`config.mk`:
```
export PLATFORM = sky130hd
export DESIGN_NAME = memfill_dma
export DESIGN_NICKNAME = d
export VERILOG_FILES = /design/src/rtl/memfill_dma.sv
export SDC_FILE = /design/constraint.sdc
export NUM_CORES = 1
export LEC_CHECK = 0
export BUFFER_PORTS_ARGS = -buffer_cell sky130_fd_sc_hd__buf_2
export CAP_MARGIN = 20
export CORE_MARGIN = 8
export CORE_UTILIZATION = 35
export DETAILED_ROUTE_END_ITERATION = 10
export PLACE_DENSITY = 0.51
export RECOVER_POWER = 25
export SETUP_SLACK_MARGIN = 0.4
export SLEW_MARGIN = 20
export SYNTH_ARGS = -nofsm -noshare
export SYNTH_HDL_FRONTEND = slang
export SYNTH_SLANG_ARGS = --single-unit
```
`constraint.sdc`:
```
create_clock -name clk -period 2.4 [get_ports clk]
set_input_delay 0 -clock clk [delete_from_list [all_inputs] [get_ports clk]]
set_output_delay 0 -clock clk [all_outputs]
set_load 0.02 [all_outputs]
```
`src/rtl/memfill_dma.sv`:
```
`timescale 1ns/1ps
module memfill_dma #(
  parameter int unsigned MIN_BYTES = 8,
  parameter int unsigned MAX_BYTES = 4096,
  parameter logic [2:0]  FILL_MODE = 3'd4,
  parameter logic [2:0]  BURST_RST = 3'd4
) (
  input  logic        clk,
  input  logic        rst_n,
  input  logic        reg_wr,
  input  logic [2:0]  reg_addr,
  input  logic [31:0] reg_wdata,
  output logic [31:0] reg_rdata,
  output logic        wr_valid,
  output logic [31:0] wr_addr,
  output logic [63:0] wr_data,
  output logic        wr_first,
  output logic        wr_last,
  input  logic        wr_ready
);
  localparam logic [1:0]  S_IDLE = 2'd0;
  localparam logic [1:0]  S_ACT  = 2'd1;
  localparam logic [1:0]  S_PAU  = 2'd2;
  localparam logic [31:0] MINB   = 32'(MIN_BYTES);
  localparam logic [31:0] MAXB   = 32'(MAX_BYTES);

  logic [1:0]  st;
  logic [2:0]  mode_q, dburst_q, sburst_q, bcnt, blen;
  logic [31:0] dst_q, size_q, lo_q, hi_q, cur_addr;
  logic [28:0] rem;
  logic        done_q, err_q;

  assign blen     = (dburst_q == 3'd0) ? 3'd1 : dburst_q;
  assign wr_valid = (st == S_ACT);
  assign wr_addr  = cur_addr;
  assign wr_data  = {hi_q, lo_q};
  assign wr_first = (bcnt == 3'd0);
  assign wr_last  = (bcnt == blen - 3'd1) || (rem == 29'd1);

  logic beat, fin, act_wr, start_ok;
  logic c_start, c_stop, c_pause, c_rst, legal, ill;
  logic do_start, do_stop, do_pause, do_rst;

  assign beat   = wr_valid && wr_ready;
  assign fin    = beat && (rem == 29'd1);
  assign act_wr = reg_wr && (reg_addr == 3'd6);

  assign start_ok = (size_q != 32'd0) && (size_q >= MINB) && (size_q <= MAXB) &&
                    (size_q[2:0] == 3'd0) && (dst_q[2:0] == 3'd0) && (mode_q == FILL_MODE);

  assign c_start = act_wr && (reg_wdata[3:0] == 4'b0001);
  assign c_stop  = act_wr && (reg_wdata[3:0] == 4'b0010);
  assign c_pause = act_wr && (reg_wdata[3:0] == 4'b0100);
  assign c_rst   = act_wr && (reg_wdata[3:0] == 4'b1000);

  assign do_start = c_start && (st != S_ACT) && start_ok;
  assign do_stop  = c_stop && (st == S_ACT);
  assign do_pause = c_pause && (st == S_ACT);
  assign do_rst   = c_rst && (st == S_PAU);

  assign legal = do_start || do_stop || do_pause || do_rst || (c_stop && st == S_IDLE);
  assign ill   = act_wr && (reg_wdata[3:0] != 4'd0) && !legal;

  always_ff @(posedge clk or negedge rst_n) begin
    if (!rst_n) begin
      st       <= S_IDLE;
      cur_addr <= '0;
      rem      <= '0;
      bcnt     <= '0;
      done_q   <= 1'b0;
      err_q    <= 1'b0;
    end else begin
      if (beat) begin
        cur_addr <= cur_addr + 32'd8;
        rem      <= rem - 29'd1;
        bcnt     <= wr_last ? 3'd0 : bcnt + 3'd1;
      end
      if (fin) begin
        st <= S_IDLE;
      end else if (do_start) begin
        st       <= S_ACT;
        cur_addr <= dst_q;
        rem      <= size_q[31:3];
        bcnt     <= 3'd0;
      end else if (do_stop) begin
        st <= S_IDLE;
      end else if (do_pause) begin
        st   <= S_PAU;
        bcnt <= 3'd0;
      end else if (do_rst) begin
        st <= S_ACT;
      end
      if (fin)                        done_q <= 1'b1;
      else if (act_wr && reg_wdata[8]) done_q <= 1'b0;
      if (ill)                        err_q <= 1'b1;
      else if (act_wr && reg_wdata[9]) err_q <= 1'b0;
    end
  end

  logic cfg_we;
  assign cfg_we = reg_wr && (st != S_ACT);

  always_ff @(posedge clk or negedge rst_n) begin
    if (!rst_n) begin
      mode_q   <= 3'd0;
      dburst_q <= BURST_RST;
      sburst_q <= BURST_RST;
      dst_q    <= '0;
      size_q   <= '0;
      lo_q     <= '0;
      hi_q     <= '0;
    end else if (cfg_we) begin
      case (reg_addr)
        3'd0: begin
          dburst_q <= reg_wdata[2:0];
          sburst_q <= reg_wdata[6:4];
        end
        3'd1: mode_q <= reg_wdata[2:0];
        3'd2: dst_q  <= reg_wdata;
        3'd3: size_q <= reg_wdata;
        3'd4: lo_q   <= reg_wdata;
        3'd5: hi_q   <= reg_wdata;
        default: ;
      endcase
    end
  end

  always_comb begin
    case (reg_addr)
      3'd0:    reg_rdata = {21'd0, mode_q, 1'b0, sburst_q, 1'b0, dburst_q};
      3'd1:    reg_rdata = {29'd0, mode_q};
      3'd2:    reg_rdata = dst_q;
      3'd3:    reg_rdata = size_q;
      3'd4:    reg_rdata = lo_q;
      3'd5:    reg_rdata = hi_q;
      3'd6:    reg_rdata = {22'd0, err_q, done_q, 2'b00, st, 4'b0000};
      default: reg_rdata = 32'd0;
    endcase
  end
endmodule


```
==> results of run 1 <==
==> how the worst min path moves through the flow <==
stage	cells past startpoint	slack (ps)	startpoint	to
floorplan	0	-300	rst_n	bcnt[0]
global placement	1	40	rst_n	wr_addr[12]
detailed placement	1	40	rst_n	wr_addr[12]
CTS	3	3	reg_addr[0]	mode_q[1]
global route	3	50	reg_addr[0]	mode_q[2]
finish	3	20	reg_addr[0]	mode_q[1]
==> flip-flops by register name, summed over array words and instances, names as in the netlist <==
signal,cells
sburst_q,3
bcnt,3
lo_q,32
dburst_q,3
hi_q,32
rem,29
mode_q,3
err_q,1
done_q,1
size_q,32
wr_addr,32
st,2
dst_q,32
==> metal layers <==
| metal | vias to the layer above | global-route usage |
|---|---|---|
| li1 | 3682 | - |
| met1 | 3990 | 0.256 |
| met2 | 222 | 0.296 |
| met3 | 49 | 0.0284 |
| met4 | 0 | 0.0542 |
| met5 | - | 0 |
==> synth_stat cells, drive strengths merged (5+ instances only) <==
library cell,instances
a21oi,11
or3,6
nor3,18
nor4,22
mux2,143
or4,7
dfrtp,203
and2,6
buf,21
o21ai,46
nand4,15
a31oi,7
a22oi,53
mux2i,7
nand2,98
ha,6
nor2,45
nand3,15
xor2,19
and4,5
clkbuf,29
nor2b,5
inv,15
xnor2,37
==> power groups by stage <==
stage / clock, mW / combinational [mW] / sequential [mW]
after floorplan: 0 / 0.971 / 4.69
after global placement: 0 / 1.98 / 4.62
after detailed placement: 0 / 1.99 / 4.63
after CTS: 3.55 / 2.13 / 4.58
after global routing: 3.69 / 2.31 / 4.67
final: 3.45 / 2.14 / 4.60
==> stage by stage <==
stage | total power [mW] | hold slack (ps) | worst slack, ps
detailed placement | 6.63 | 37.3 | 216
global route | 10.7 | 51.4 | 180
finish | 10.2 | 21.9 | 270
CTS | 10.3 | 2.93 | 279
global placement | 6.60 | 39.4 | 230
floorplan | 5.66 | -296 | 335
==> what timing repair did <==
action / 4_1_cts / 5_1_grt
hold buffers: 34 / 0
pin swaps: 6 / 22
resized for setup: 19 / 39
gates cloned: 2 / 4
setup buffers: 11 / 10
hold endpoints to repair: 318 / 0
setup endpoints to repair: 188 / 69
==> kinds of logic after synthesis <==
logic type / count (synthesis) / synth area share
mux: 151 / 0.172
xor+xnor: 56 / 0.0496
simple gates: 261 / 0.136
flops: 205 / 0.519
fa+ha+maj: 6 / 0.00758
compound gates: 137 / 0.0897
buf+inv: 65 / 0.0263
==> tightest hold or removal path: cells and delay by family <==
family	cells	cell delay [ps]
mux	1	170
buf+inv	1	180
simple gates	1	160
==> layout make-up <==
class                           count  area (sq um)  area share
Multi-Input combinational cell    612          4770       0.366
Clock buffer                       36           706      0.0541
Tap cell                          378           473      0.0363
Sequential cell                   205          5140       0.395
Clock inverter                      4          31.3     0.00240
Timing Repair Buffer              263          1860       0.142
Inverter                           15          56.3     0.00432
==> placed cells by master, fill, tap and decap left out, types with 4 or more instances in the layout <==
master | Yosys | layout
sky130_fd_sc_hd__dfrtp_1 | 203 | 193
sky130_fd_sc_hd__nor2_1 | 45 | 39
sky130_fd_sc_hd__nand2_1 | 98 | 98
sky130_fd_sc_hd__a21oi_1 | 11 | 10
sky130_fd_sc_hd__nor4_2 | 5 | 4
sky130_fd_sc_hd__buf_2 | 4 | 167
sky130_fd_sc_hd__and2_1 | 6 | 6
sky130_fd_sc_hd__nor4_1 | 16 | 10
sky130_fd_sc_hd__or3_1 | 6 | 4
sky130_fd_sc_hd__inv_1 | 15 | 15
sky130_fd_sc_hd__buf_6 | 1 | 7
sky130_fd_sc_hd__dlygate4sd3_1 | 0 | 34
sky130_fd_sc_hd__dfrtp_2 | 0 | 10
sky130_fd_sc_hd__a31oi_1 | 7 | 7
sky130_fd_sc_hd__a22oi_1 | 53 | 53
sky130_fd_sc_hd__nor2_2 | 0 | 5
sky130_fd_sc_hd__nor4_4 | 1 | 8
sky130_fd_sc_hd__or4_4 | 1 | 7
sky130_fd_sc_hd__nand4_1 | 14 | 14
sky130_fd_sc_hd__ha_1 | 6 | 5
sky130_fd_sc_hd__nor3_1 | 17 | 13
sky130_fd_sc_hd__mux2_2 | 131 | 131
sky130_fd_sc_hd__buf_4 | 1 | 40
sky130_fd_sc_hd__buf_12 | 0 | 8
sky130_fd_sc_hd__mux2i_1 | 7 | 7
sky130_fd_sc_hd__clkbuf_1 | 29 | 6
sky130_fd_sc_hd__xor2_1 | 19 | 18
sky130_fd_sc_hd__clkbuf_16 | 0 | 27
sky130_fd_sc_hd__nand3_1 | 14 | 13
sky130_fd_sc_hd__xnor2_1 | 37 | 37
sky130_fd_sc_hd__o21ai_1 | 16 | 16
sky130_fd_sc_hd__clkbuf_8 | 0 | 6
sky130_fd_sc_hd__o21ai_0 | 30 | 30
sky130_fd_sc_hd__and4_1 | 5 | 4
sky130_fd_sc_hd__mux2_1 | 12 | 12
==> parameters.txt, run 1 <==
Parameter                              Value

Run status
  Outcome    finished with violations
  Violated checks    capacitance limit, slew limit

Synthesis
  Main area contributors after synthesis    sky130_fd_sc_hd__dfrtp_1 (51%), sky130_fd_sc_hd__mux2_2 (15%), sky130_fd_sc_hd__a22oi_1 (4.0%)
  Cell taking the most area after synthesis    sky130_fd_sc_hd__dfrtp_1
  Post-synth design cell area    9900 sq um
  Number of register bits inferred by synthesis    205
  Number of enable flip-flop cells after synthesis    0
  Netlist cell types    57
  Number of instances in the synthesized netlist    881
  Proportion of synthesized chip area in sequential cells    0.519
  Synthesized area per cell    11.2 sq um
  Number of warnings issued by yosys    0
  Area fraction of the dominant cell type after synthesis    0.513
  Most used DFF post-synth    sky130_fd_sc_hd__dfrtp_1
  Asr flop ratio synth    1.00
  Number of nets produced by synthesis    926

Clock tree
  Reg clk slew, reported paths    60 ps
  Maximum clock path buffer count    3
  Num CTS Buffers    24
  Clock tree root buffer cell    sky130_fd_sc_hd__clkbuf_16
  H-tree levels    1
  Clk sink count    205
  Clock latency reported for the late side of the worst-skew pair    520 ps
  Clock tree from TritonCTS    yes

Route
  Amount of wire on met3 after detailed routing    1.60 mm
  Total wire length    32.3 mm
  DRC violation count after routing    0
  Metal1 wirelength    14.8 mm
  Max layer used    met4
  DR WL/cell    21.4 um
  Via/cell ratio    5.25
  Met2 wire length    15.0 mm
  Total number of vias    7943
  Count of TritonRoute iterations in the first routing pass    7
  DRC violation total after the first TritonRoute iteration    510
  Antenna-violating nets left    0

Setup path
  CP peak stage delay    580 ps
  Count of buffer and inverter cells on the critical path    1
  Total number of cells along the worst setup path    6
  Timing startpoint of the critical path    rem[7]
  Critical-path top delay cell    sky130_fd_sc_hd__or4_4
  CP arrival    2570 ps
  Critical Path RT    2850 ps
  Endpoint type of the worst setup path    register
  Cell seen most often among critical-path stages    sky130_fd_sc_hd__or4_4
  Reg2reg setup slack    270 ps
  Kind of start point of the critical path    register
  Top Family by Delay on Critical Path    simple AND/OR/NAND/NOR gates
  Origin of the critical flop-to-flop path    rem[7]
  Top fanout value on the critical path    4
  Worst Setup Path Type    reg2reg
  Crit-path cells    or4_4, nor3_4, buf_4, nand3_2, or4_4, a21oi_2
  End of the worst register-to-register path    rem[24]
  Number of cells on the worst reg-to-reg path    6
  CP Capture Point    rem[24]

Pwr
  Cell Pwr Density    782 nW/um^2
  Net load switching power    3.20 mW
  Internal portion of total power    6.99 mW
  Combinational cell fraction of total power    0.210
  Switching power share of the total    0.314
  Leakage power total    5.90 nW
  Maximum VDD drop    0.496 mV
  Sequential share of power    0.452
  Part of the total power dissipated in the clock network    0.338

Final layout
  Final core utilization    0.469
  Non-Filler Instances    1513
  Final std cell area, no fill    13000 sq um
  Final #Nets    1166
  Number of filler instances in the final layout    2680
  Final antenna diode count    0
  Fraction of layout instances using a drive strength above 1    0.401
  Synth-to-Final Area Change    31.7%

STA
  Timing-limited maximum frequency    470 MHz
  Setup_tns    0 ps
  Final-report setup violation count    0
  Headroom to the max-slew limit    -0.138
  RSZ-0062 raised after global routing    yes
  Period utilisation layout    0.887
  Final critical-path required period    2130 ps
  Actual slew at the worst max-slew pin    1710 ps
  Final hold vios    0
  Max-slew violations    60
  Clock Skews    13.9 ps

Die
  Horiz. Die Dim    184 um
  Initial Util    0.356
  Floorplan core area    27800 sq um
  Top Ports    170
  Die Footprint    33900 sq um
  Site row count    61
  Die Height    184 um

Global route
  Overflow after GRT    0
  GRT Resource Usage Total    0.185
  Vias in the first global route    8272
  Antenna violations before repair    0
  Largest net degree at the start of global routing    62
  First-pass GRT wire length    49.2 mm

Placed design
  Number of buffers inserted by port buffering    169
  Number of instances in the placed design    1412
  Placed Instance Area    11400 sq um
  Last weighted congestion value of the routability-driven placer    0.776
  HPWL Detailed    21.7 mm

Worst hold path
  Worst min-delay path class    in2reg

Job
  Maxcap violations    1
Note: power is estimated with default switching activity, not from simulation.
==> inputs of run 2 (changes only) <==
--- a/config.mk
+++ b/config.mk
@@ -5,6 +5,7 @@
 export SDC_FILE = /design/constraint.sdc
 export NUM_CORES = 1
 export LEC_CHECK = 0
+export ABC_AREA = 1
 export BUFFER_PORTS_ARGS = -buffer_cell sky130_fd_sc_hd__buf_2
 export CAP_MARGIN = 20
 export CORE_MARGIN = 8
==> run 2 against run 1 <==
The run still ends with capacitance limit, slew limit left. Routed wire length grew 8.9%. Maximum frequency grew 2.0%. Non-clock buffer count shrank 19. Global-route usage grew 0.85 points. Total power grew 1.6%. Setup slack gained 42 ps. Clock power grew 12%. Synthesized cell count grew 59%. Largest power group unchanged. Critical path type is now reg2out. Area after synthesis grew 7.3%. Clock skew shrank 0.72 ps. Core utilization shrank 2.1 points.
==> parameters.txt, run 2 <==
Parameter                              Value

Run status
  Outcome    finished with violations
  Violated checks    capacitance limit, slew limit

Setup path
  Kind of start point of the critical path    register
  Critical-path top delay cell    sky130_fd_sc_hd__dfstp_2
  CP peak stage delay    570 ps
  Endpoint type of the worst setup path    output port
  CP arrival    2090 ps
  Count of buffer and inverter cells on the critical path    3
  Critical Path RT    2400 ps
  Top Family by Delay on Critical Path    flip-flops
  Cell seen most often among critical-path stages    sky130_fd_sc_hd__nand2_2
  Worst Setup Path Type    reg2out
  Crit-path cells    inv_2, nand2_2, nand2_2, inv_2, ha_4, xor2_1, nand2_1, nand2_2, nand3_2, nand2_2, buf_6
  Top fanout value on the critical path    2

STA
  RSZ-0062 raised after global routing    yes
  Post-route worst hold slack    26.9 ps
  Final critical-path required period    2090 ps
  Timing-limited maximum frequency    479 MHz
  Final-report setup violation count    0
  Headroom to the max-slew limit    -0.0499
  Final hold vios    0
  Period utilisation layout    0.870
  Clock Skews    13.2 ps
  Max-slew violations    68
  Setup_tns    0 ps
  Actual slew at the worst max-slew pin    1570 ps

Final layout
  Most common library cell in the layout ignoring fill and taps    sky130_fd_sc_hd__nand2_1
  Final core utilization    0.448
  Fraction of layout instances using a drive strength above 1    0.175
  Sequential Area    5130 sq um
  Commonest non-fill, non-tap cells in the layout    sky130_fd_sc_hd__nand2_1 (452), sky130_fd_sc_hd__dfrtp_1 (202), sky130_fd_sc_hd__o21ai_0 (168), sky130_fd_sc_hd__buf_2 (168), sky130_fd_sc_hd__inv_1 (165)
  Multi-input gate area    4650 sq um
  Number of filler instances in the final layout    3030
  Synth-to-Final Area Change    25.7%
  Final #Nets    1672
  Final antenna diode count    0

Worst hold path
  Worst min-delay path class    in2reg

Synthesis
  Netlist cell types    41
  Number of instances in the synthesized netlist    1405
  Proportion of synthesized chip area in sequential cells    0.483
  Largest family of logic cells by synthesized area    simple AND/OR/NAND/NOR gates
  Most numerous cell in the Yosys netlist    sky130_fd_sc_hd__nand2_1
  Proportion of synthesized area in mux cells    0
  Synthesized-area fraction occupied by xor and xnor cells    0.0330
  Main area contributors after synthesis    sky130_fd_sc_hd__dfrtp_1 (48%), sky130_fd_sc_hd__nand2_1 (16%), sky130_fd_sc_hd__o21ai_0 (7.9%)
  Asr flop ratio synth    1.00
  Cell taking the most area after synthesis    sky130_fd_sc_hd__dfrtp_1
  Synthesized-area fraction occupied by and/or/nand/nor cells    0.279
  Synthesized-area fraction occupied by adder cells    0.00707
  Number of nets produced by synthesis    1450
  Number of register bits inferred by synthesis    205
  Share of the synthesized area in compound gates (AO/OA/AOI/OAI)    0.114
  Most used standard cells in the synthesized netlist    sky130_fd_sc_hd__nand2_1 (457), sky130_fd_sc_hd__dfrtp_1 (203), sky130_fd_sc_hd__inv_1 (168), sky130_fd_sc_hd__o21ai_0 (168), sky130_fd_sc_hd__nor2_1 (143)
  Most used DFF post-synth    sky130_fd_sc_hd__dfrtp_1
  Post-synth design cell area    10600 sq um
  Area fraction of the dominant cell type after synthesis    0.478
  Number of warnings issued by yosys    0
  Number of enable flip-flop cells after synthesis    0
  Synthesized area per cell    7.56 sq um

Clock tree
  Num CTS Buffers    26
  Clk sink count    205
  Maximum clock path buffer count    3
  Reg clk slew, reported paths    60 ps
  H-tree levels    1
  Clock tree from TritonCTS    yes
  Clock latency reported for the late side of the worst-skew pair    540 ps
  Clock tree root buffer cell    sky130_fd_sc_hd__clkbuf_16

Global route
  First-pass GRT wire length    55.8 mm
  Overflow after GRT    0
  Vias in the first global route    9787
  Largest net degree at the start of global routing    72
  Antenna violations before repair    1
  GRT Resource Usage Total    0.194

Route
  DR WL/cell    17.3 um
  Total wire length    35.2 mm
  DRC violation count after routing    0
  Count of TritonRoute iterations in the first routing pass    5
  DRC violation total after the first TritonRoute iteration    700
  Total number of vias    9763
  Antenna-violating nets left    0
  Via/cell ratio    4.79

Pwr
  Leakage power total    6.97 nW
  Maximum VDD drop    0.594 mV
  Cell Pwr Density    776 nW/um^2

Die
  Initial Util    0.356
  Die Height    190 um
  Horiz. Die Dim    190 um
  Top Ports    170
  Floorplan core area    29800 sq um
  Die Footprint    36200 sq um
  Site row count    63

Placed design
  Number of buffers inserted by port buffering    169
  HPWL Detailed    25.9 mm
  Last weighted congestion value of the routability-driven placer    0.862

Job
  Maxcap violations    1
run 2: layer usage:
metal  part of all wire  up-vias  global-route usage
met5            0.00037        -                   0
met4              0.019        2              0.0453
met3              0.055       47              0.0350
met2               0.45      248               0.303
met1               0.47     4576               0.274
li1                   -     4890                   -
run 2: per-stage QoR:
| step | cells | total power, mW | cell area [sq um] | setup WS [ps] |
|---|---|---|---|---|
| 2_1_floorplan | 1405 | 5.50 | 10600 | 637 |
| 3_3_place_gp | 1939 | 6.37 | 12000 | 415 |
| 3_5_place_dp | 1939 | 6.40 | 12000 | 393 |
| 4_1_cts | 2036 | 10.5 | 13300 | 316 |
| 5_1_grt | 2037 | 10.9 | 13400 | 168 |
| 6_report | 2037 | 10.4 | 13400 | 312 |
run 2: final timing paths:
| kind | startpoint | endpoint | slack [ps] | cells past startpoint |
|---|---|---|---|---|
| setup reg to reg | wr_addr[3] | wr_addr[25] | 590 | 9 |
| min in group asynchronous | rst_n | wr_addr[7] | 300 | 3 |
| setup / recovery | dburst_q[2] | wr_last | 310 | 11 |
| max in group asynchronous | rst_n | lo_q[23] | 580 | 3 |
| hold / removal | reg_addr[2] | err_q | 30 | 5 |
| hold reg to reg | dst_q[23] | dst_q[23] | 490 | 2 |
run 2: cell families after synthesis:
kind of cell / Yosys count
AOI/OAI and AO/OA: 220
adders and majority gates: 6
xor gates and xnor gates: 40
DFF: 205
buffers and inverters: 224
and+or+nand+nor: 710
run 2: final cells by class:
cell class                      instances  share of cell area
Timing Repair Buffer                  244               0.118
Tap cell                              390              0.0365
Clock buffer                           41              0.0582
Sequential cell                       205               0.384
Inverter                              174              0.0489
Multi-Input combinational cell        976               0.348
Clock inverter                          7             0.00581
run 2: what timing repair did:
item | CTS | global route
hold buffers | 38 | 0
resized for setup | 12 | 16
setup endpoints to repair | 4 | 64
buffers inserted | 11 | 1
endpoints found under the hold margin | 346 | 0
pin swaps | 5 | 1
run 2: worst reg2reg max path, stage by stage, from the launching register on:
cell and delay [ps]:
sky130_fd_sc_hd__dfrtp_1 470, sky130_fd_sc_hd__ha_1 230, sky130_fd_sc_hd__nand3_2 160, sky130_fd_sc_hd__nor2_8 180, sky130_fd_sc_hd__nand4_1 100, sky130_fd_sc_hd__buf_4 170, sky130_fd_sc_hd__nor2_1 150, sky130_fd_sc_hd__nand3_1 90
sky130_fd_sc_hd__nand3_1 100, sky130_fd_sc_hd__nand2_1 60
run 2: power breakdown:
group          internal, mW  switching, mW  leakage [nW]  total (mW)
Sequential             3.94          0.473          2.54        4.41
Combinational         0.731           1.33          4.01        2.06
Clock                  2.33           1.55         0.418        3.88
